$ cat config.mk
export PLATFORM = sky130hd
export DESIGN_NAME = dmtd_phase_det
export DESIGN_NICKNAME = d
export VERILOG_FILES = /design/src/rtl/dmtd_pkg.sv /design/src/rtl/dmtd_deglitch.sv /design/src/rtl/dmtd_pair.sv /design/src/rtl/dmtd_steer.sv /design/src/rtl/dmtd_phase_det.sv
export SDC_FILE = /design/constraint.sdc
export NUM_CORES = 1
export LEC_CHECK = 0
export ABC_AREA = 1
export CAP_MARGIN = 25
export CORE_MARGIN = 2
export CORE_UTILIZATION = 60
export DETAILED_ROUTE_END_ITERATION = 8
export DONT_BUFFER_PORTS = 1
export GPL_TIMING_DRIVEN = 0
export HOLD_SLACK_MARGIN = 0.1
export MAX_ROUTING_LAYER = met4
export PLACE_DENSITY = 0.79
export SLEW_MARGIN = 20
export SYNTH_ARGS = -nofsm -noshare
export SYNTH_HDL_FRONTEND = slang
export SYNTH_HIERARCHICAL = 1
export SYNTH_SLANG_ARGS = --single-unit
$ cat constraint.sdc
create_clock -name clk_smp -period 9.3 [get_ports clk_smp]
set_input_delay 0.465 -clock clk_smp [delete_from_list [all_inputs] [get_ports clk_smp]]
set_output_delay 0.465 -clock clk_smp [all_outputs]
set_load 0.01 [all_outputs]
$ cat src/rtl/dmtd_pkg.sv
package dmtd_pkg;
   localparam int NUM_CH = 2;
   typedef enum int {CH_REF = 0, CH_MEAS = 1} dmtd_ch_e;
endpackage

$ cat src/rtl/dmtd_deglitch.sv
module dmtd_deglitch #(
   parameter int TAG_W       = 24,
   parameter int GLEN_W      = 5,
   parameter int SYNC_STAGES = 2
) (
   input  logic              clk_smp,
   input  logic              rst_n,
   input  logic              din,
   input  logic [GLEN_W-1:0] glitch_len,
   input  logic [TAG_W-1:0]  tag_now,
   output logic              rise,
   output logic [TAG_W-1:0]  rise_tag
);
   logic [SYNC_STAGES-1:0] sync_sr;
   logic                   smp;
   logic                   level;
   logic [GLEN_W-1:0]      run;
   logic [TAG_W-1:0]       run_tag;
   logic                   accept;

   assign smp    = sync_sr[SYNC_STAGES-1];
   assign accept = ({1'b0, run} + 1'b1) >= {1'b0, glitch_len};

   always_ff @(posedge clk_smp) begin
      if (!rst_n) begin
         sync_sr  <= '0;
         level    <= 1'b0;
         run      <= '0;
         run_tag  <= '0;
         rise     <= 1'b0;
         rise_tag <= '0;
      end else begin
         sync_sr <= {sync_sr[SYNC_STAGES-2:0], din};
         rise    <= 1'b0;
         if (smp != level) begin
            if (run == '0) run_tag <= tag_now;
            if (accept) begin
               level <= smp;
               run   <= '0;
               if (smp) begin
                  rise     <= 1'b1;
                  rise_tag <= (run == '0) ? tag_now : run_tag;
               end
            end else begin
               run <= run + 1'b1;
            end
         end else begin
            run <= '0;
         end
      end
   end
endmodule

$ cat src/rtl/dmtd_pair.sv
module dmtd_pair #(
   parameter int TAG_W = 24
) (
   input  logic             clk_smp,
   input  logic             rst_n,
   input  logic             edge_a,
   input  logic [TAG_W-1:0] tag_a,
   input  logic             edge_b,
   input  logic [TAG_W-1:0] tag_b,
   input  logic [TAG_W-1:0] beat_period,
   output logic             phase_valid,
   output logic [TAG_W-1:0] phase_out,
   output logic             seq_err
);
   logic             armed;
   logic [TAG_W-1:0] held_a;
   logic [TAG_W-1:0] raw, red, half, folded;

   always_comb begin
      raw    = tag_b - held_a;
      red    = (raw >= beat_period) ? raw - beat_period : raw;
      half   = beat_period >> 1;
      folded = (red >= half) ? red - beat_period : red;
   end

   always_ff @(posedge clk_smp) begin
      if (!rst_n) begin
         armed       <= 1'b0;
         held_a      <= '0;
         phase_valid <= 1'b0;
         phase_out   <= '0;
         seq_err     <= 1'b0;
      end else begin
         phase_valid <= 1'b0;
         seq_err     <= 1'b0;
         if (edge_b && armed) begin
            phase_valid <= 1'b1;
            phase_out   <= folded;
         end
         if (edge_a) begin
            armed   <= 1'b1;
            held_a  <= tag_a;
            seq_err <= armed && !edge_b;
         end else if (edge_b) begin
            armed <= 1'b0;
         end
      end
   end
endmodule

$ cat src/rtl/dmtd_steer.sv
module dmtd_steer #(
   parameter int TAG_W = 24
) (
   input  logic             clk_smp,
   input  logic             rst_n,
   input  logic             phase_valid,
   input  logic [TAG_W-1:0] phase_out,
   input  logic [TAG_W-1:0] setpoint,
   input  logic [TAG_W-1:0] dead_band,
   output logic             shift_up,
   output logic             shift_down
);
   logic signed [TAG_W:0] err, band;

   always_comb begin
      err  = $signed({phase_out[TAG_W-1], phase_out}) - $signed({setpoint[TAG_W-1], setpoint});
      band = $signed({1'b0, dead_band});
   end

   always_ff @(posedge clk_smp) begin
      if (!rst_n) begin
         shift_up   <= 1'b0;
         shift_down <= 1'b0;
      end else if (phase_valid) begin
         shift_down <= err > band;
         shift_up   <= err < -band;
      end
   end
endmodule

$ cat src/rtl/dmtd_phase_det.sv
module dmtd_phase_det #(
   parameter int TAG_W       = 24,
   parameter int GLEN_W      = 5,
   parameter int SYNC_STAGES = 2
) (
   input  logic              clk_smp,
   input  logic              rst_n,
   input  logic              sig_a,
   input  logic              sig_b,
   input  logic [GLEN_W-1:0] glitch_len,
   input  logic [TAG_W-1:0]  beat_period,
   input  logic [TAG_W-1:0]  setpoint,
   input  logic [TAG_W-1:0]  dead_band,
   output logic              phase_valid,
   output logic [TAG_W-1:0]  phase_out,
   output logic              seq_err,
   output logic              shift_up,
   output logic              shift_down
);
   import dmtd_pkg::*;

   if (TAG_W < 4) begin : g_bad_tag_w
      $error("TAG_W must be at least 4");
   end
   if (GLEN_W < 1) begin : g_bad_glen_w
      $error("GLEN_W must be at least 1");
   end
   if (SYNC_STAGES < 2) begin : g_bad_sync
      $error("SYNC_STAGES must be at least 2");
   end

   logic [TAG_W-1:0]  tag_now;
   logic [NUM_CH-1:0] ch_in, ch_rise;
   logic [TAG_W-1:0]  ch_tag [NUM_CH];

   assign ch_in[CH_REF]  = sig_a;
   assign ch_in[CH_MEAS] = sig_b;

   always_ff @(posedge clk_smp) begin
      if (!rst_n) tag_now <= '0;
      else        tag_now <= tag_now + 1'b1;
   end

   for (genvar c = 0; c < NUM_CH; c++) begin : g_ch
      dmtd_deglitch #(.TAG_W(TAG_W), .GLEN_W(GLEN_W), .SYNC_STAGES(SYNC_STAGES)) u_dg (
         .clk_smp    (clk_smp),
         .rst_n      (rst_n),
         .din        (ch_in[c]),
         .glitch_len (glitch_len),
         .tag_now    (tag_now),
         .rise       (ch_rise[c]),
         .rise_tag   (ch_tag[c])
      );
   end

   dmtd_pair #(.TAG_W(TAG_W)) u_pair (
      .clk_smp     (clk_smp),
      .rst_n       (rst_n),
      .edge_a      (ch_rise[CH_REF]),
      .tag_a       (ch_tag[CH_REF]),
      .edge_b      (ch_rise[CH_MEAS]),
      .tag_b       (ch_tag[CH_MEAS]),
      .beat_period (beat_period),
      .phase_valid (phase_valid),
      .phase_out   (phase_out),
      .seq_err     (seq_err)
   );

   dmtd_steer #(.TAG_W(TAG_W)) u_steer (
      .clk_smp     (clk_smp),
      .rst_n       (rst_n),
      .phase_valid (phase_valid),
      .phase_out   (phase_out),
      .setpoint    (setpoint),
      .dead_band   (dead_band),
      .shift_up    (shift_up),
      .shift_down  (shift_down)
   );
endmodule

== Yosys cells after proc, flatten, opt, wreduce, memory -nomap -nowiden ==
Cells that the tools add are included.

* Register bits after elaboration: 191
* Bits of input ports: 81
* Output and inout port bits: 28
* Logic and storage cells: 65

* Add/subtract/negate cells: 10
* Order comparisons: 6
* Equality and inequality tests: 2
* Muxes and demuxes: 9
* Bitwise operators: 3
* Reductions and logical operators: 15

{| class="wikitable"
|+ Operators by type and width
! kind !! count
|-
| $mux 24 || 4
|-
| $sub 24x24->24 || 3
|-
| $gt 25x25->1 || 1
|-
| $lt 25x25->1 || 1
|-
| $neg 24->25 || 1
|-
| $sub 24x24->25 || 1
|-
| $add 24x1->24 const B || 1
|-
| $ge 24x23->1 || 1
|-
| $ge 24x24->1 || 1
|-
| $add 5x1->6 const B || 2
|-
| $ge 6x5->1 || 2
|-
| $reduce_and 3->1 || 4
|-
| $add 5x1->5 const B || 2
|-
| $logic_not 5->1 || 2
|-
| $reduce_and 2->1 || 3
|-
| $reduce_or 3->1 || 2
|-
| $mux 1 || 5
|-
| $not 1->1 || 3
|-
| $logic_and 1x1->1 || 2
|-
| $ne 1x1->1 || 2
|-
| $reduce_bool 2->1 || 1
|-
| $logic_not 1->1 || 1
|}

== Depth between registers and ports, before layout ==
Gate-level depths: netlist (run 1).

* Word-level depth: 5
* Mapped depth: 50
* Mapped depth without buffers: 47

== Hierarchy ==
Netlist (run 1), hierarchy kept.

{| class="wikitable"
|+ Modules (own cells, without submodules)
! module !! instances !! cells each !! area an instance (µm²) !! sequential area each (µm²)
|-
| dmtd_pair || 1 || 1,066 || 6,789.0 || 1,021.0
|-
| dmtd_deglitch || 2 || 383 || 3,000.4 || 1,141.1
|-
| dmtd_steer || 1 || 585 || 3,414.5 || 40.0
|-
| dmtd_phase_det || 1 || 177 || 1,246.2 || 480.5
|}

== Worst setup path before layout (run 1) ==
OpenSTA, ideal clock, no wires.

* Kind: flip-flop to flip-flop
* Start: register u_pair.held_a[2]
* End: register u_pair.phase_out[16]
* Setup time: 70 ps
* Data arrival time: 5,235 ps
* Required time: 9,230 ps
* Path slack: 3,995 ps
* Cell stages (with the launch flop): 36
* Path buffers: 2
* Clock period less this slack: 5,305 ps
* Cell sequence: dfxtp_1 > inv_1 > ha_1 > a21oi_1 > nand2_1 > a21oi_2 > inv_1 > a21oi_1 > o21bai_1 > or2_2 > nand2_1 > ha_1 > nand2_1 > nor2_1 > inv_1 > nor4_1 > a21oi_1 > nand2_2 > inv_2 > buf_6 > buf_6 > nand2_1 > nand2_1 > ha_1 > fa_1 > nand3b_1 > nand2_1 > a21boi_0 > o21ai_0 > a21boi_0 > o21ai_0 > a21oi_1 > xor2_1 > nand2_1 > nand3_1 > a21oi_1

* Longest elaborated chain between the ends: 5
* Elaborated cells on any way between the ends: 7
* Those cells by class: 3 x add/sub; 2 x order compare; 2 x mux

{| class="wikitable"
|+ Ends and longest elaborated chain
! what !! line !! source
|-
| start, declared || dmtd_pair.sv:16 || <nowiki>logic [TAG_W-1:0] held_a;</nowiki>
|-
| start signal, assigned || dmtd_pair.sv:42 || <nowiki>held_a <= tag_a;</nowiki>
|-
| $sub 24x24->24 * || dmtd_pair.sv:20 || <nowiki>raw = tag_b - held_a;</nowiki>
|-
| $sub 24x24->24 / $ge 24x24->1 (equally long branches) || dmtd_pair.sv:21 || <nowiki>red = (raw >= beat_period) ? raw - beat_period : raw;</nowiki>
|-
| $mux 24 * || dmtd_pair.sv:21 ||
|-
| $sub 24x24->24 / $ge 24x23->1 (equally long branches) || dmtd_pair.sv:23 || <nowiki>folded = (red >= half) ? red - beat_period : red;</nowiki>
|-
| $mux 24 * || dmtd_pair.sv:23 ||
|-
| end signal, assigned || dmtd_pair.sv:38 || <nowiki>phase_out <= folded;</nowiki>
|-
| end, declared || dmtd_pair.sv:12 || <nowiki>output logic [TAG_W-1:0] phase_out,</nowiki>
|}

Every way passes the cells marked *; elsewhere a longest branch is shown, timed or not.
A chain may end at the register's enable or synchronous reset.

== Final worst setup path (run 1) ==
Ends and elaborated chain as after synthesis.

==> impl_metrics.env, run 1 <==
export IMPL_status="finished, final reports clean"
export IMPL_wl_met2_um=23000
export IMPL_syn_mean_instance_area_um2=6.73
export IMPL_worst_setup_path_end_kind="flip-flop"
export IMPL_num_antenna_cells=0
export IMPL_vdd_ir_drop_max_mv=0.144
export IMPL_die_area_mm2=0.0305
export IMPL_drtIter0Drc=1003
export IMPL_chipHeight_um=175
export IMPL_grt_pass1_wl_um=77100
export IMPL_r2r_start="u_pair/held_a[2]"
export IMPL_timing_max_cap_violations=0
export IMPL_maxSlewHeadroom=0.596
export IMPL_drt_total_wl_um=47300
export IMPL_fillers=2654
export IMPL_yosysUniqueCellTypes=56
export IMPL_fmax_ghz=0.156
export IMPL_cts_resized=0
export IMPL_cts_buffers_inserted=17
export IMPL_hpwl_um=39100
export IMPL_cp_slowest_stage_delay_ns=0.44
export IMPL_crit_reg2reg_capture="u_pair/phase_out[16]"
export IMPL_dr_wl_met3_um=2250
export IMPL_routed_top_layer="met4"
export IMPL_hold_violations=0
export IMPL_num_rows=62
export IMPL_synth_area_mm2=0.0175
export IMPL_rrSetupSlack_ns=2.89
export IMPL_rsz0062_at_grt="false"
export IMPL_rr_worst_depth=33
export IMPL_path_common_cell="a21oi_1"
export IMPL_grt_pass1_vias=16000
export IMPL_worstMarginPinSlew_ns=0.600
export IMPL_gp_congestion=0.994
export IMPL_htreeDepth=4
export IMPL_worstHoldStart="sig_b"
export IMPL_cp_arrival_ns=6.72
export IMPL_grt_start_max_net_pins=21
export IMPL_ant_nets=0
export IMPL_die_w_um=175
export IMPL_final_common_cell="nand2_1"
export IMPL_slowest_stage="o21ai_0"
export IMPL_final_cell_mix="nand2_1 (573), inv_1 (406), a21oi_1 (206)"
export IMPL_power_density_mw_per_mm2=146
export IMPL_pin_count=109
export IMPL_clkLatencyLatePin_ns=0.45
export IMPL_finClkSkew_ns=0.0169
export IMPL_crit_required_ns=9.61
export IMPL_port_buffers=0
export IMPL_syn_inst=2594
export IMPL_regArea_mm2=0.00382
export IMPL_syn_to_final_growth_pct=6.30
export IMPL_cts_root_buf="clkbuf_16"
export IMPL_min_path_type="in2reg"
export IMPL_async_reset_ff_frac=0
export IMPL_min_period_over_period=0.689
export IMPL_viasPerCell=5.52
export IMPL_min_to="g_ch[1].u_dg/sync_sr[0]"
export IMPL_antenna_found_initial=0
export IMPL_worstPathMaxFanout=10
export IMPL_synth_edf_count=0
export IMPL_core_mm2=0.0287
export IMPL_fin_crit_ns=6.41
export IMPL_critPathKind="reg2reg"
export IMPL_yosysSeqAreaShare=0.219
export IMPL_overflow=0
export IMPL_finalSetupViolCount=0
export IMPL_clock_tree_buffer_depth=2
export IMPL_vias=16600
export IMPL_clock_sinks=191
export IMPL_slew_viol_final=0
export IMPL_p_leak_nw=9.31
export IMPL_ys_flop_type="dfxtp_1"
export IMPL_ys_seq_elements=191
export IMPL_cp_start_kind="flip-flop"
export IMPL_drt_pass1_iterations=6
export IMPL_gr_usage_all_layers=0.320
export IMPL_synth_nets=2852
export IMPL_postCtsSetupRepairBufs=0
export IMPL_wl_per_cell_um=15.7
export IMPL_nets=2871
export IMPL_hold_depth=2
export IMPL_multi_input_comb_area_mm2=0.0115
export IMPL_drc=0
export IMPL_clk_pin_slew_ns=0.08
export IMPL_final_util=0.646
export IMPL_finalSetupTns_ns=0
export IMPL_drive_gt1_frac=0.124
export IMPL_yosysWarnings=6
export IMPL_drt_met1_wl_um=20200
export IMPL_cts_tree="built"
export IMPL_initial_core_util=0.608
export IMPL_ctsHoldBuffers=0
[worst max-delay path by stage]
stage	start	endpoint	depth (start not counted)
6_report	u_pair/held_a[2]	u_pair/phase_out[16]	33
5_1_grt	u_pair/held_a[2]	u_pair/phase_out[15]	33
3_5_place_dp	u_pair/held_a[2]	u_pair/phase_out[16]	33
2_1_floorplan	u_pair/held_a[2]	u_pair/phase_out[16]	35
3_3_place_gp	u_pair/held_a[3]	u_pair/phase_out[16]	36
4_1_cts	u_pair/held_a[2]	u_pair/phase_out[16]	35
[cell families after synthesis]
kind of cell,Yosys count,share of synthesized area
xor gates and xnor gates,101,0.0507
buffers and inverters,498,0.123
and+or+nand+nor,1153,0.311
DFF,191,0.219
adders and majority gates,177,0.129
AOI/OAI and AO/OA,474,0.167
[routing by layer]
layer,track usage,vias up
met5,-,-
met4,0.126,0
met3,0.0440,118
met2,0.562,465
met1,0.368,7572
li1,-,8471
[stage by stage]
step                      power, W  std cells  setup WS (ns)  hold WS (ns)  cell area, um2
after global routing       0.00289       3010           2.33         0.116           18500
final                      0.00271       3010           2.89         0.116           18500
after CTS                  0.00271       3010           2.99         0.109           18500
after detailed placement   0.00195       2978           3.04         0.407           17900
after floorplan            0.00172       2594           3.99         0.390           17500
after global placement     0.00193       2978           3.06         0.412           17900
[power breakdown]
group / switching, W / internal (W)
Sequential: 0.0000133 / 0.000838
Clock: 0.000369 / 0.000389
Combinational: 0.000697 / 0.000404
[synth_stat cells (7+ instances only)]
| library cell | count | share of area |
|---|---|---|
| clkbuf_1 | 16 | 0.0034 |
| buf_4 | 17 | 0.0073 |
| o21ai_2 | 42 | 0.021 |
| nand4_1 | 32 | 0.011 |
| o211ai_1 | 51 | 0.022 |
| nand3_2 | 46 | 0.026 |
| nor2_4 | 7 | 0.0045 |
| ha_1 | 173 | 0.12 |
| xnor2_1 | 32 | 0.016 |
| o21bai_1 | 11 | 0.0047 |
| nand3_1 | 145 | 0.042 |
| a21o_1 | 16 | 0.0069 |
| nand2_2 | 55 | 0.020 |
| nor3_1 | 26 | 0.0075 |
| nand2_1 | 573 | 0.12 |
| a31oi_1 | 15 | 0.0054 |
| buf_2 | 19 | 0.0054 |
| buf_6 | 17 | 0.011 |
| dfxtp_1 | 191 | 0.22 |
| nor2_1 | 194 | 0.042 |
| inv_1 | 406 | 0.087 |
| xor2_1 | 69 | 0.035 |
| o21ai_0 | 78 | 0.022 |
| nor2_2 | 38 | 0.014 |
| inv_2 | 13 | 0.0028 |
| a21oi_1 | 206 | 0.059 |
| o21ai_1 | 12 | 0.0034 |
| o21a_1 | 13 | 0.0056 |
[sequential cells by signal, indices dropped and copies added, names as in the netlist]
| signal | flops |
|---|---|
| g_ch.u_dg/level | 2 |
| u_pair/seq_err | 1 |
| g_ch.u_dg/run | 10 |
| u_pair/phase_out | 24 |
| g_ch.u_dg/run_tag | 48 |
| u_pair/held_a | 24 |
| u_steer/shift_down | 1 |
| u_pair/armed | 1 |
| tag_now | 24 |
| g_ch.u_dg/sync_sr | 4 |
| u_pair/phase_valid | 1 |
| u_steer/shift_up | 1 |
| g_ch.u_dg/rise | 2 |
| g_ch.u_dg/rise_tag | 48 |
[critical path, delay by kind of cell, from the launching register on]
family / cells / cell delay (ns)
adders and majority gates: 3 / 1.01
and+or+nand+nor: 9 / 1.00
DFF: 1 / 0.32
xor gates and xnor gates: 1 / 0.20
buffers and inverters: 6 / 0.68
AOI/OAI and AO/OA: 14 / 3.08
[area by class of cell]
type,count,share of cell area
clock inverter,15,0.0104
multi-input combinational,1905,0.618
buffer,77,0.0310
tap,384,0.0259
sequential,191,0.206
inverter,421,0.0852
clock buffer,17,0.0229
No activity file was read; power rests on OpenSTA's default activity.
==> run 2, diff against run 1 <==
- ABC_AREA: 1 -> 0
- CORE_UTILIZATION: 60 -> 59
- PLACE_DENSITY: 0.79 -> 0.81
- clock period: 9.3 -> 5.8 ns (I/O delays scaled with it)
==> run 2 against run 1 <==
Against the previous run:
- sequential power rose by 56%
- critical path depth did not move
- the flow now finishes with violations (negative setup slack)
- sequential share of layout area rose by 0.39 points
- setup slack got worse by 4.2 ns
- maximum frequency fell by 9.7%
- cell area fell by 1.8%
- core utilization rose by 5.3 points
- flip-flop and latch count did not move
- global-route usage rose by 0.46 points
==> impl_metrics.env, run 2 <==
export IMPL_ant_nets=0
export IMPL_grt_pass1_vias=14300
export IMPL_r2r_start="g_ch[1].u_dg/rise_tag[0]"
export IMPL_worstMarginPinSlew_ns=0.954
export IMPL_maxSlewHeadroom=0.346
export IMPL_synth_area_mm2=0.0157
export IMPL_place_inst=2256
export IMPL_cp_start_kind="flip-flop"
export IMPL_vias=14800
export IMPL_overflow=0
export IMPL_regArea_mm2=0.00383
export IMPL_clkLatencyLatePin_ns=0.45
export IMPL_htreeDepth=4
export IMPL_reg_largest_list="g_ch.u_dg/rise_tag (48), g_ch.u_dg/run_tag (48)"
export IMPL_antenna_found_initial=0
export IMPL_cts_tree="built"
export IMPL_num_antenna_cells=0
export IMPL_synth_nets=2179
export IMPL_power_density_mw_per_mm2=216
export IMPL_seqPwrFrac=0.338
export IMPL_num_rows=59
export IMPL_switching_power_w=0.00144
export IMPL_cp_slowest_stage_delay_ns=0.59
export IMPL_slowest_stage="or4_4"
export IMPL_gp_congestion=0.991
export IMPL_yosysSeqAreaShare=0.244
export IMPL_worstPathMaxFanout=5
export IMPL_gr_usage_all_layers=0.324
export IMPL_worstHoldStart="beat_period[1]"
export IMPL_die_area_mm2=0.0279
export IMPL_clock_tree_buffer_depth=2
export IMPL_syn_to_final_growth_pct=16.2
export IMPL_port_buffers=0
export IMPL_dp_slack_ns=-1.59
export IMPL_rr_worst_depth=33
export IMPL_cts_buffers_inserted=17
export IMPL_yosysUniqueCellTypes=98
export IMPL_crit_reg2reg_capture="u_pair/phase_out[18]"
export IMPL_syn_mean_instance_area_um2=8.16
export IMPL_async_reset_ff_frac=0
export IMPL_worst_setup_path_end_kind="flip-flop"
export IMPL_power_frac_clock=0.332
export IMPL_drc=0
export IMPL_crit_required_ns=6.15
export IMPL_rrSetupSlack_ns=-1.30
export IMPL_wl_per_cell_um=19.5
export IMPL_p_int_w=0.00250
export IMPL_timing_max_cap_violations=0
export IMPL_ys_top_cells_by_count="nand2_1 (209), dfxtp_1 (191), ha_1 (173)"
export IMPL_finalSetupTns_ns=-27.32
export IMPL_status="finished, violations left"
export IMPL_min_period_over_period=1.22
export IMPL_path_common_cell="o21ai_2"
export IMPL_cts_root_buf="clkbuf_16"
export IMPL_drtIter0Drc=1267
export IMPL_drive_gt1_frac=0.188
export IMPL_placed_area_mm2=0.0164
export IMPL_hold_depth=2
export IMPL_synth_top_cell_area_share=0.244
export IMPL_fin_crit_ns=7.10
export IMPL_finalSetupViolCount=24
export IMPL_finalNonFillerCells=2354
export IMPL_viasPerCell=6.31
export IMPL_yosysMostFrequentCell="nand2_1"
export IMPL_core_mm2=0.0261
export IMPL_yosysTopAreaCell="dfxtp_1"
export IMPL_ys_seq_elements=191
export IMPL_multi_input_comb_area_mm2=0.0117
export IMPL_swShare=0.365
export IMPL_critPathKind="reg2reg"
export IMPL_synth_edf_count=0
export IMPL_initial_core_util=0.601
export IMPL_ys_top_cells_by_area="dfxtp_1 (24%), ha_1 (14%), mux2i_1 (5.0%), nand2_1 (5.0%), xnor2_1 (4.5%)"
export IMPL_fillers=1970
export IMPL_min_path_type="in2reg"
export IMPL_hold_violations=0
export IMPL_fmax_ghz=0.141
export IMPL_pin_count=109
export IMPL_syn_inst=1921
export IMPL_rsz0062_at_grt="true"
export IMPL_vdd_ir_drop_max_mv=0.173
export IMPL_clock_sinks=191
export IMPL_hpwl_um=33800
export IMPL_setup_ws_ns=-1.30
export IMPL_grt_pass1_wl_um=72100
export IMPL_drt_total_wl_um=45900
export IMPL_p_leak_nw=7.84
export IMPL_clk_pin_slew_ns=0.08
export IMPL_finClkSkew_ns=0.0179
export IMPL_grt_start_max_net_pins=26
export IMPL_ys_flop_type="dfxtp_1"
export IMPL_combPwrFrac=0.329
export IMPL_min_to="u_pair/phase_out[1]"
export IMPL_nets=2264
export IMPL_violations="negative setup slack"
export IMPL_die_w_um=167
export IMPL_chipHeight_um=167
export IMPL_power_w=0.00394
export IMPL_yosysWarnings=6
export IMPL_final_common_cell="nand2_1"
export IMPL_drt_pass1_iterations=6
export IMPL_cp_arrival_ns=7.44
export IMPL_slew_viol_final=0
export IMPL_stdcell_area_mm2=0.0182
export IMPL_final_cell_mix="nand2_1 (207), dfxtp_1 (189), ha_1 (154)"
-- run 2: cell types whose count changed in the layout (fill, tap and decap cells not counted), sizes merged, moves of 44 or more --
cell | previous run | this run
xnor2 | 32 | 80
mux2i | 0 | 79
nand2 | 633 | 210
o211ai | 51 | 7
buf | 57 | 111
o221a | 1 | 50
inv | 426 | 148
nor2 | 243 | 132
nand3 | 192 | 64
o21ai | 134 | 89
-- run 2: area by class of cell --
cell class,count,area share
multi-input combinational,1502,0.640
timing repair buffer,67,0.0298
clock inverter,15,0.0135
inverter,141,0.0291
buffer,86,0.0315
tap,335,0.0230
clock buffer,17,0.0234
sequential,191,0.210
-- run 2: worst max-delay path by stage --
stage / start / endpoint / depth (start not counted)
floorplan: g_ch[1].u_dg/rise_tag[0] / u_pair/phase_out[22] / 32
global placement: u_pair/held_a[0] / u_pair/phase_out[22] / 31
detailed placement: u_pair/held_a[0] / u_pair/phase_out[22] / 31
CTS: g_ch[1].u_dg/rise_tag[0] / u_pair/phase_out[22] / 34
global route: u_pair/held_a[2] / u_pair/phase_out[18] / 32
finish: g_ch[1].u_dg/rise_tag[0] / u_pair/phase_out[18] / 33
-- run 2: metrics by stage --
stage                     hold WS (ns)   util
after floorplan                  0.412      -
after global placement           0.413  0.629
after detailed placement         0.419  0.629
after CTS                        0.156  0.686
after global routing             0.178  0.699
final                            0.183  0.699
-- run 2: worst max-delay path, delay by kind of cell (launching register included) --
family	cells	cell delay, ns
muxes	1	0.34
and+or+nand+nor	4	1.18
buffers and inverters	5	0.50
xor gates and xnor gates	2	0.28
DFF	1	0.33
adders and majority gates	5	1.33
AOI/OAI and AO/OA	16	3.02
-- run 2: power by group through the flow --
stage	Clock (W)	Sequential [W]	Combinational (W)
2_1_floorplan	0	0.00136	0.000804
3_5_place_dp	0	0.00136	0.00102
3_3_place_gp	0	0.00136	0.000992
6_report	0.00131	0.00133	0.00130
4_1_cts	0.00132	0.00133	0.00119
5_1_grt	0.00138	0.00133	0.00139
-- run 2: routing by layer --
metal,track usage,vias up,part of all wire
met5,-,-,0
met3,0.0428,164,0.061
li1,-,7087,-
met4,0.154,0,0.047
met2,0.542,616,0.48
met1,0.387,6982,0.41
-- run 2: kinds of logic after synthesis --
family / Yosys count / synth area share
buffers and inverters: 228 / 0.0647
flip-flops: 191 / 0.244
AO/OA/AOI/OAI: 530 / 0.243
XOR/XNOR: 114 / 0.0637
adder cells (fa/ha/maj): 179 / 0.144
multiplexers: 91 / 0.0596
AND/OR/NAND/NOR: 588 / 0.180
-- run 2: repair_timing --
item                                   CTS  global route
buffers inserted                        38            26
hold buffers                             3             0
endpoints found under the hold margin   11             0
gates resized for setup                 92            37
cloned                                   4             0
pin swaps                               76            55
setup endpoints to repair               24            24
==> run 3, diff against run 2 <==
- PLACE_DENSITY: 0.81 -> 0.79
- SYNTH_HIERARCHICAL: 1 -> not set
==> run 3 against run 2 <==
Against the previous run:
- the run still ends with negative setup slack left
- die area shrank 3.9%
- critical endpoint is now u_pair.phase_out[3]
- highest routed layer unchanged
- sequential power is essentially flat
- combinational power grew 6%
- area after synthesis shrank 4.0%
- non-clock buffer count increased by 19
==> impl_metrics.env, run 3 <==
export IMPL_overflow=0
export IMPL_finalSetupViolCount=24
export IMPL_finalSetupTns_ns=-13.13
export IMPL_fmax_ghz=0.156
export IMPL_rsz0062_at_grt="true"
export IMPL_ys_top_cells_by_area="dfxtp_1 (25%), ha_1 (15%), mux2i_1 (6.2%), xnor2_1 (5.6%), nand2_1 (5.6%)"
export IMPL_die_area_mm2=0.0268
export IMPL_power_density_mw_per_mm2=217
export IMPL_antenna_found_initial=0
export IMPL_p_leak_nw=8.46
export IMPL_chipHeight_um=164
export IMPL_vias=14100
export IMPL_wl_met2_um=21800
export IMPL_drive_gt1_frac=0.165
export IMPL_timing_max_cap_violations=0
export IMPL_die_w_um=164
export IMPL_syn_to_final_growth_pct=21.2
export IMPL_initial_core_util=0.600
export IMPL_clkLatencyLatePin_ns=0.46
export IMPL_synth_simple_area_share=0.174
export IMPL_drt_total_wl_um=44200
export IMPL_async_reset_ff_frac=0
export IMPL_slew_viol_final=0
export IMPL_ys_flop_type="dfxtp_1"
export IMPL_cts_tree="built"
export IMPL_gp_congestion=0.972
export IMPL_cp_start_kind="flip-flop"
export IMPL_holdWs_ns=0.154
export IMPL_ys_seq_elements=191
export IMPL_reg_largest_list="g_ch.u_dg.rise_tag (48), g_ch.u_dg.run_tag (48)"
export IMPL_synth_area_mm2=0.0151
export IMPL_final_common_cell="nand2_1"
export IMPL_min_period_over_period=1.10
export IMPL_num_antenna_cells=0
export IMPL_critPathKind="reg2reg"
export IMPL_clk_pin_slew_ns=0.08
export IMPL_cp_top_family="compound AO/OA/AOI/OAI gates"
export IMPL_synth_xor_area_share=0.0762
export IMPL_synth_edf_count=0
export IMPL_grt_start_max_net_pins=22
export IMPL_slowest_stage="a2111o_1"
export IMPL_setup_ws_ns=-0.598
export IMPL_core_mm2=0.0251
export IMPL_drt_met1_wl_um=17800
export IMPL_port_buffers=0
export IMPL_worstMarginPinSlew_ns=0.966
export IMPL_grt_pass1_vias=13400
export IMPL_wl_per_cell_um=19.3
export IMPL_clock_tree_buffer_depth=2
export IMPL_yosysSeqAreaShare=0.254
export IMPL_synthAdderAreaFrac=0.156
export IMPL_yosysTopAreaCell="dfxtp_1"
export IMPL_viasPerCell=6.14
export IMPL_fin_crit_ns=6.40
export IMPL_dr_wl_met3_um=2480
export IMPL_stdcell_area_mm2=0.0182
export IMPL_cts_buffers_inserted=17
export IMPL_gr_usage_all_layers=0.311
export IMPL_finClkSkew_ns=0.0146
export IMPL_status="finished, violations left"
export IMPL_num_rows=58
export IMPL_yosysWarnings=0
export IMPL_synth_compound_gate_area_share=0.217
export IMPL_crit_required_ns=6.12
export IMPL_cp_slowest_stage_delay_ns=0.50
export IMPL_drc=0
export IMPL_worst_path_buf_inv=6
export IMPL_maxSlewHeadroom=0.356
export IMPL_cts_root_buf="clkbuf_16"
export IMPL_vdd_ir_drop_max_mv=0.209
export IMPL_final_cell_mix="nand2_1 (217), dfxtp_1 (183), ha_1 (147)"
export IMPL_min_path_type="in2reg"
export IMPL_hpwl_um=30300
export IMPL_routed_top_layer="met4"
export IMPL_violations="negative setup slack"
export IMPL_synth_top_cell_area_share=0.254
export IMPL_synth_area_mux_share=0.0678
export IMPL_yosysUniqueCellTypes=76
export IMPL_nets=2215
export IMPL_worstPathMaxFanout=6
export IMPL_ant_nets=0
export IMPL_syn_inst=1837
export IMPL_placed_area_mm2=0.0155
export IMPL_pin_count=109
export IMPL_synth_top_family_by_area="compound AO/OA/AOI/OAI gates"
export IMPL_drt_pass1_iterations=6
export IMPL_synth_nets=2103
export IMPL_cp_arrival_ns=6.72
export IMPL_fillers=1803
export IMPL_ys_top_cells_by_count="nand2_1 (224), dfxtp_1 (191), ha_1 (181)"
export IMPL_yosysMostFrequentCell="nand2_1"
export IMPL_drtIter0Drc=1266
export IMPL_grt_pass1_wl_um=65100
export IMPL_clock_sinks=191
export IMPL_worst_setup_path_end_kind="flip-flop"
export IMPL_htreeDepth=4
export IMPL_syn_mean_instance_area_um2=8.20
export IMPL_hold_violations=0
run 3: changes by cell type after synthesis, sizes merged, moves of 27 or more:
cell	before	now
nand3	64	36
o211a	3	49
a21boi	4	56
buf	48	13
a21oi	181	106
clkbuf	39	66
o221a	50	1
nor2	132	79
run 3: logic make-up after synthesis:
kind of cell	count (synthesis)
and+or+nand+nor	547
DFF	191
xor gates and xnor gates	131
muxes	101
AOI/OAI and AO/OA	465
adders and majority gates	185
buffers and inverters	217
run 3: per-stage QoR:
stage          setup WS (ns)  power (W)  utilization  instances
5_1_grt               -0.762    0.00408        0.727       2292
6_report              -0.598    0.00395        0.727       2292
3_5_place_dp           -1.42    0.00223        0.617       2167
3_3_place_gp           -1.27    0.00221        0.617       2167
2_1_floorplan        0.00221    0.00205            -       1837
4_1_cts               -0.309    0.00367        0.683       2248
run 3: what timing repair did:
item                                    4_1_cts  5_1_grt
gates resized for setup                     141      129
pin swaps                                    56       82
gates cloned                                  1        5
endpoints found under the setup margin       24       24
hold buffers                                  2        0
buffers inserted                             48       41
hold endpoints to repair                      2        0
run 3: final cells by class:
| type | instances | area, um2 | share of cell area |
|---|---|---|---|
| sequential | 191 | 3830 | 0.210 |
| clock buffer | 18 | 439 | 0.0241 |
| inverter | 138 | 526 | 0.0288 |
| multi-input combinational | 1429 | 11600 | 0.635 |
| buffer | 76 | 388 | 0.0213 |
| clock inverter | 14 | 183 | 0.0100 |
| tap | 330 | 413 | 0.0226 |
| timing repair buffer | 96 | 882 | 0.0484 |
run 3: per-layer routing:
metal / global-route usage / up-vias
met4: 0.113 / 0
met3: 0.0518 / 184
met2: 0.556 / 550
met5: - / -
met1: 0.349 / 6631
li1: - / 6704
run 3: path summary, 6_finish.rpt:
check,startpoint,endpoint,slack (ns),cells after the start
setup / recovery,u_pair.held_a[4],u_pair.phase_out[3],-0.60,31
setup reg to reg,u_pair.held_a[4],u_pair.phase_out[3],-0.60,31
hold reg to reg,g_ch[1].u_dg.run_tag[15],g_ch[1].u_dg.run_tag[15],0.47,2
hold / removal,beat_period[0],u_pair.phase_out[0],0.15,3
run 3: worst reg2reg max path, delay by kind of cell (launching register included):
family                   cells  cell delay [ns]
AND/OR/NAND/NOR              3             0.45
XOR/XNOR                     1             0.15
flip-flops                   1             0.34
multiplexers                 1             0.25
adder cells (fa/ha/maj)      3             0.81
AO/OA/AOI/OAI               17             3.32
buffers and inverters        6             0.95
run 3: where the power goes:
part           switching, W  leakage (nW)  internal [W]  total, W
clock network      0.000643         0.301      0.000602   0.00124
registers        0.00000701          1.54       0.00132   0.00132
logic              0.000732          6.61      0.000649   0.00138
total               0.00138          8.46       0.00257   0.00395
